$ cat src/rtl/uart_bank_decoder.sv
module uart_bank_decoder #(
  parameter logic [7:0] REVISION = 8'h05,
  parameter logic [7:0] DEVICE_ID = 8'h04
) (
  input  logic        clk,
  input  logic        rst_n,
  input  logic [2:0]  addr,
  input  logic        wr_en,
  input  logic        rd_en,
  input  logic [7:0]  wdata,
  output logic [7:0]  rdata,
  input  logic [7:0]  isr_in,
  input  logic [7:0]  msr_in,
  output logic [7:0]  lcr_o,
  output logic [7:0]  ier_o,
  output logic [7:0]  fcr_o,
  output logic [7:0]  mcr_o,
  output logic [15:0] divisor_o,
  output logic        enh_en_o,
  output logic        auto_cts_o,
  output logic        auto_rts_o,
  output logic        spec_char_o,
  output logic [3:0]  swfc_mode_o,
  output logic [7:0]  xon1_o,
  output logic [7:0]  xon2_o,
  output logic [7:0]  xoff1_o,
  output logic [7:0]  xoff2_o
);

  localparam logic [7:0] BANK_KEY = 8'hBF;

  logic [7:0] lcr, ier, fcr, mcr, dll, dlm, efr;
  logic [7:0] xon1, xon2, xoff1, xoff2;

  logic bank_ext, bank_div, bank_std, id_win, enh;

  assign bank_ext = (lcr == BANK_KEY);
  assign bank_div = lcr[7] && !bank_ext;
  assign bank_std = !lcr[7];
  assign id_win   = bank_div && (dll == 8'h00) && (dlm == 8'h00);
  assign enh      = efr[4];

  logic wr_lcr, wr_ier, wr_fcr, wr_mcr, wr_dll, wr_dlm, wr_efr;
  logic wr_xon1, wr_xon2, wr_xoff1, wr_xoff2;

  assign wr_lcr   = wr_en && addr == 3'd3;
  assign wr_dll   = wr_en && bank_div && addr == 3'd0;
  assign wr_dlm   = wr_en && bank_div && addr == 3'd1;
  assign wr_ier   = wr_en && bank_std && addr == 3'd1;
  assign wr_fcr   = wr_en && !bank_ext && addr == 3'd2;
  assign wr_mcr   = wr_en && !bank_ext && addr == 3'd4;
  assign wr_efr   = wr_en && bank_ext && addr == 3'd2;
  assign wr_xon1  = wr_en && bank_ext && addr == 3'd4;
  assign wr_xon2  = wr_en && bank_ext && addr == 3'd5;
  assign wr_xoff1 = wr_en && bank_ext && addr == 3'd6;
  assign wr_xoff2 = wr_en && bank_ext && addr == 3'd7;

  logic [7:0] ier_nx, fcr_nx, mcr_nx;
  assign ier_nx = enh ? wdata : {ier[7:4], wdata[3:0]};
  assign fcr_nx = enh ? wdata : {wdata[7:6], fcr[5:4], wdata[3:0]};
  assign mcr_nx = enh ? wdata : {mcr[7:5], wdata[4:0]};

  always_ff @(posedge clk or negedge rst_n) begin
    if (!rst_n) begin
      lcr   <= 8'h00;
      ier   <= 8'h00;
      fcr   <= 8'h00;
      mcr   <= 8'h00;
      dll   <= 8'h00;
      dlm   <= 8'h00;
      efr   <= 8'h00;
      xon1  <= 8'h00;
      xon2  <= 8'h00;
      xoff1 <= 8'h00;
      xoff2 <= 8'h00;
    end else begin
      if (wr_lcr)   lcr   <= wdata;
      if (wr_ier)   ier   <= ier_nx;
      if (wr_fcr)   fcr   <= fcr_nx;
      if (wr_mcr)   mcr   <= mcr_nx;
      if (wr_dll)   dll   <= wdata;
      if (wr_dlm)   dlm   <= wdata;
      if (wr_efr)   efr   <= wdata;
      if (wr_xon1)  xon1  <= wdata;
      if (wr_xon2)  xon2  <= wdata;
      if (wr_xoff1) xoff1 <= wdata;
      if (wr_xoff2) xoff2 <= wdata;
    end
  end

  logic [7:0] isr_vis, msr_vis, rd_mux;
  assign isr_vis = enh ? isr_in : {isr_in[7:6], 2'b00, isr_in[3:0]};
  assign msr_vis = enh ? msr_in : {4'h0, msr_in[3:0]};

  always_comb begin
    rd_mux = 8'h00;
    if (bank_ext) begin
      case (addr)
        3'd2: rd_mux = efr;
        3'd3: rd_mux = lcr;
        3'd4: rd_mux = xon1;
        3'd5: rd_mux = xon2;
        3'd6: rd_mux = xoff1;
        3'd7: rd_mux = xoff2;
        default: rd_mux = 8'h00;
      endcase
    end else begin
      case (addr)
        3'd0: rd_mux = bank_div ? (id_win ? REVISION : dll) : 8'h00;
        3'd1: rd_mux = bank_div ? (id_win ? DEVICE_ID : dlm) : ier;
        3'd2: rd_mux = isr_vis;
        3'd3: rd_mux = lcr;
        3'd4: rd_mux = mcr;
        3'd6: rd_mux = msr_vis;
        default: rd_mux = 8'h00;
      endcase
    end
  end

  assign rdata = rd_en ? rd_mux : 8'h00;

  assign lcr_o       = lcr;
  assign ier_o       = ier;
  assign fcr_o       = fcr;
  assign mcr_o       = mcr;
  assign divisor_o   = {dlm, dll};
  assign enh_en_o    = efr[4];
  assign auto_cts_o  = efr[7];
  assign auto_rts_o  = efr[6];
  assign spec_char_o = efr[5];
  assign swfc_mode_o = efr[3:0];
  assign xon1_o      = xon1;
  assign xon2_o      = xon2;
  assign xoff1_o     = xoff1;
  assign xoff2_o     = xoff2;

endmodule

$ cat config.mk
export PLATFORM = sky130hd
export DESIGN_NAME = uart_bank_decoder
export DESIGN_NICKNAME = d
export VERILOG_FILES = /design/src/rtl/uart_bank_decoder.sv
export SDC_FILE = /design/constraint.sdc
export NUM_CORES = 1
export LEC_CHECK = 0
export CAP_MARGIN = 40
export CORE_MARGIN = 2
export CORE_UTILIZATION = 40
export DETAILED_ROUTE_END_ITERATION = 7
export GPL_TIMING_DRIVEN = 1
export HOLD_SLACK_MARGIN = 0.08
export PLACE_DENSITY_LB_ADDON = 0.15
export SKIP_CTS_REPAIR_TIMING = 1
export SLEW_MARGIN = 20
export SYNTH_ARGS = -nofsm -noshare
export SYNTH_HDL_FRONTEND = slang
export SYNTH_SLANG_ARGS = --single-unit
$ cat constraint.sdc
create_clock -name clk -period 4.5 [get_ports clk]
set_input_delay 0.45 -clock clk [delete_from_list [all_inputs] [get_ports clk]]
set_output_delay 0.45 -clock clk [all_outputs]
set_load 0.01 [all_outputs]
# After elaboration in Yosys (flattened, before gate mapping)
# Index checks and enable logic that the tools add are counted.
totals:
  elab_cells: 58
  output_inout_bits: 96
  input_bits: 31
  ff_bits: 88
classes:
  muxes: 10
  n_reduce_logical: 26
  n_eq_ne: 8
op_table:
  columns: ["cell", "count"]
  rows:
  - ["case mux 8 bit (6 select lines)", 2]
  - ["two-way mux 8 bit", 7]
  - ["logical AND 1 bit", 18]
  - ["logical NOT 8 bit", 2]
  - ["== test 3 bit (second input constant)", 4]
  - ["== test 8 bit (second input constant)", 1]
  - ["== test 3 x 2 -> 1 bit (second input constant)", 2]
  - ["two-way mux 6 bit", 1]
  - ["AND reduction 2 bit", 3]
  - ["== test 3 x 1 -> 1 bit (second input constant)", 1]
  - ["logical NOT 3 bit", 1]
  - ["logical NOT 1 bit", 2]

# Longest topological paths before layout
logic_depth:
  depth_word: 10
  ltp_mapped: 7
  mapped_depth_nobuf: 5

# Worst setup path after synthesis
# Ideal clock, no wire load.
synth_path:
  kind: "flip-flop to output port"
  from: "reg lcr[6] (netlist: lcr_o[6])"
  to: "out rdata[5]"
  stages_incl_launch_ff: 7
  arrival_time_ns: 1.821
  t_required_ns: 4.050
  setup_slack_ns: 2.229
  path_buffers: 1
  cell_sequence: "dfrtp_1 -> nand3b_1 -> o21ai_0 -> buf_2 -> and3_1 -> o21ai_0 -> a311oi_1"
synth_via:
  elab_chain_cells: 10
  elab_cells_between_ends: 12
  classes_between: "eq/ne: 1; mux: 7; reduce/logical: 4"
synth_lines:
  columns: ["item", "line", "source"]
  rows:
  - ["start, declared", "32", "logic [7:0] lcr, ier, fcr, mcr, dll, dlm, efr;"]
  - ["start signal, assigned", "77", "if (wr_lcr) lcr <= wdata;"]
  - ["== test 8 bit *", "37", "assign bank_ext = (lcr == BANK_KEY);"]
  - ["logical NOT 1 bit", "38", "assign bank_div = lcr[7] && !bank_ext;"]
  - ["logical AND 1 bit", "38", null]
  - ["logical AND 1 bit (2 in series)", "40", "assign id_win = bank_div && (dll == 8'h00) && (dlm == 8'h00);"]
  - ["two-way mux 8 bit, on equally long branches (2 in series)", "110, 109", null]
  - ["case mux 8 bit (6 select lines)", "108", "case (addr)"]
  - ["two-way mux 8 bit *", "97", "if (bank_ext) begin"]
  - ["two-way mux 8 bit *", "120", "assign rdata = rd_en ? rd_mux : 8'h00;"]
  - ["end, declared", "11", "output logic [7:0] rdata,"]
# Mark *: on every way between the ends. The rest lies on a longest branch, timed or not.

# Worst setup path after layout
layout_path:
  from: "in addr[2]"
  to: "out rdata[7]"
layout_via:
  elab_chain_cells: 4
  elab_cells_between_ends: 12
  classes_between: "eq/ne: 7; mux: 4; reduce/logical: 1"
layout_lines:
  columns: ["item", "line", "source"]
  rows:
  - ["start, declared", "7", "input logic [2:0] addr,"]
  - ["== test 3 bit (tied with other cells)", "98, 108", null]
  - ["case mux 8 bit (6 select lines), on equally long branches", "108, 98", null]
  - ["two-way mux 8 bit *", "97", null]
  - ["two-way mux 8 bit *", "120", null]
# Marks and branches as above.

==> metrics.txt <==
critical register-to-register path startpoint lcr_o[2]; initial DRC count 226; GR Util met3 3.734%; clk_lat worst skew 0.37 ns; Flop pwr share 45.5%; clock share of power 28.2%; Pint 1.570 mW; Max Slew Vio Count 0; Post-DP HPWL 9940 µm; Slew headroom 47.82%; overall routing resource usage 24.09%; Reg2Reg Depth 5; top cells by area, synth dfrtp_1 (49%), mux2_2 (23%), mux2_4 (2.7%), mux4_2 (2.5%), mux2i_1 (2.5%); Core ar. 10890 µm²; Starting Density 41.01%; Setup crit start addr[2]; Core Rows 38; Routed Antenna Nets 0; Req. time, crit path 4.05 ns; final setup vio count 0; Post-synth EDFFs 0; Layout Cells excl Fill 615; routing usage on met1 34.21%; grt total ovfl 0; GR peak layer met2; Final Hold Vio Count 0; CP startpoint kind input pin; placed cells 598; Yosys top cell area share 49.31%; Worst Slack Setup Final 0.7687 ns; fraction of registers with async set/reset 100.0%; number of global-route vias before repair 3530; sw power 682.2 µW; DIE HEIGHT 109.7 µm; vias per cell 5.636; worst reg-to-reg setup slack 2.18 ns; Placer Congestion 0.9491; min Tclk post-route 3.731 ns; TritonCTS clock tree done; layout cells sized above 1 29.05%; routed vias 3466; synthesis warning total 0; Comb power frac 26.4%; initial antenna violation count 0; H-Tree Depth 3; maximum clock rate 0.2680 GHz; Min-Delay Path Class reg2reg; CP Class in2out; met2 Usage GRT 38.32%; Crit. End Element output pin; Hold Path Depth 1; DR pass1 iterations 5; prevailing post-synth register cell dfrtp_1; fin util 55.69%; synthesized flop and latch total 88; VDD IR-drop max 185.3 µV; die footprint 12030 µm²; DRT Wirelength 13810 µm; outcome finished, final reports clean; register clock-pin slew on the reported worst setup and hold paths 0.10 ns; DR DRC count 0; Synth cell types 44; Root Driver clkbuf_8; largest net degree at the start of global routing 54; Switching Fraction 30.30%; Mapped Avg Cell Area 12.72 µm²; post-synthesis cell area 4466 µm²; Setup Skew 0.009333 ns; total CTS buffers 9; Yosys top cell by area dfrtp_1; Layout Nets 501; clk buf depth 2; Synthesized Nets 382; Critical Path End rdata[7]; Crit path arrival time 3.28 ns; Seq/Total Area, Yosys 49.31%; port bufs 126; first-pass GRT wire length 21060 µm; power per cell area 371.4 nW/µm²; setup TNS 0 ns; Worst Tran Pin Value 0.7784 ns; RSZ-0062 raised after global routing false; Reg2Reg Capture Point xoff2_o[5]; Die X 109.7 µm; Syn Inst Count 351; worst slack, placed 0.8216 ns; # diodes 0; Area Overhead vs Synth 35.78%; max-cap violation count 0; final period utilization 82.92%; CP max FO 15; Top Ports 127; routed len/inst 22.46 µm; Static Leak 2.616 nW; clk sinks 88; Fillers 930
## power groups by stage
stage,registers [mW],clock network [mW],logic (mW)
after global routing,1.04,0.674,0.632
after floorplan,1.05,0,0.217
after CTS,1.02,0.647,0.597
final,1.02,0.635,0.594
after detailed placement,1.04,0,0.595
after global placement,1.04,0,0.588
## flip-flops by register name (all words and copies together), names as in the netlist
name and flops:
ier_o 8, efr 8, xon2_o 8, lcr_o 8, fcr_o 8, xoff2_o 8
mcr_o 8, xoff1_o 8, xon1_o 8, dlm 8, dll 8
## cell families (layout without fill, tap and decap cells)
kind of cell,Yosys count,count (layout),share of synthesized area [%]
AO/OA/AOI/OAI,48,48,7.397
buffers and inverters,28,152,2.746
flip-flops,88,88,49.31
multiplexers,116,116,30.88
AND/OR/NAND/NOR,71,71,9.666
## synthesized netlist by cell type, types with 3 or more instances
cell type  instances
nor2_1             8
mux2i_1           11
a221oi_1           9
nor4_1             4
nor3_1             3
a22oi_1            3
a21oi_1            5
nand2_1           24
nand2b_1           3
o21ai_0           14
nand3_1            4
mux2_2            92
mux2_4             8
inv_1              3
nor2b_1            5
dfrtp_1           88
nand3b_1           3
buf_2              8
a311oi_1           4
clkbuf_1          15
a211oi_1           3
mux4_2             5
## layout make-up
| class | instances | area, µm² | share of cell area [%] |
|---|---|---|---|
| well taps | 140 | 175.2 | 2.889 |
| clock buffers | 10 | 127.6 | 2.105 |
| repair buffers | 133 | 1309 | 21.58 |
| inverters | 3 | 11.26 | 0.1857 |
| flip-flops and latches | 88 | 2202 | 36.32 |
| clock inverters | 6 | 97.59 | 1.610 |
| multi-input cells | 235 | 2141 | 35.31 |
## cell usage in the layout (no fill, tap or decap), drive strengths merged, types with 2 or more instances in the layout
master / instances
clkdlybuf4s50: 124
mux2: 100
dfrtp: 88
nand2: 25
o21ai: 14
mux2i: 11
clkbuf: 11
a221oi: 9
nor2: 9
buf: 7
inv: 7
nor4: 6
nor2b: 5
a21oi: 5
mux4: 5
nand3: 5
nor3: 5
a311oi: 4
nand3b: 3
nand2b: 3
a211oi: 3
a22oi: 3
nand4: 2
a31oi: 2
o22ai: 2
and2: 2
and3: 2
bufinv: 2
## worst max-delay path: stages
cell and delay, ns:
clkdlybuf4s50_1 0.85, nand2b_1 0.28, nor2_1 0.42, a221o_1 0.22, a21oi_1 0.04, a221oi_1 0.40
clkdlybuf4s50_1 0.62
## layer usage
metal	wire length, µm	part of all wire, %
met1	6179	45
met2	6682	48
met3	814	5.9
met4	138	1.0
met5	0	0
## per-stage QoR
| stage | total power, mW | cell area (µm²) | hold slack (ns) |
|---|---|---|---|
| global route | 2.346 | 6063 | 0.5381 |
| CTS | 2.268 | 6053 | 0.02378 |
| finish | 2.252 | 6063 | 0.5186 |
| detailed placement | 1.632 | 5828 | 0.4307 |
| global placement | 1.625 | 5828 | 0.4300 |
| floorplan | 1.264 | 4466 | 0.1544 |
## worst min path at each step
stage	startpoint	end	slack [ns]
4_1_cts	rst_n	lcr_o[6]	0.02
3_5_place_dp	rst_n	dll[6]	0.43
2_1_floorplan	rst_n	dll[0]	0.15
5_1_grt	fcr_o[1]	fcr_o[1]	0.54
3_3_place_gp	rst_n	dll[6]	0.43
6_report	fcr_o[7]	fcr_o[7]	0.52
(Power assumes the default switching activity.)
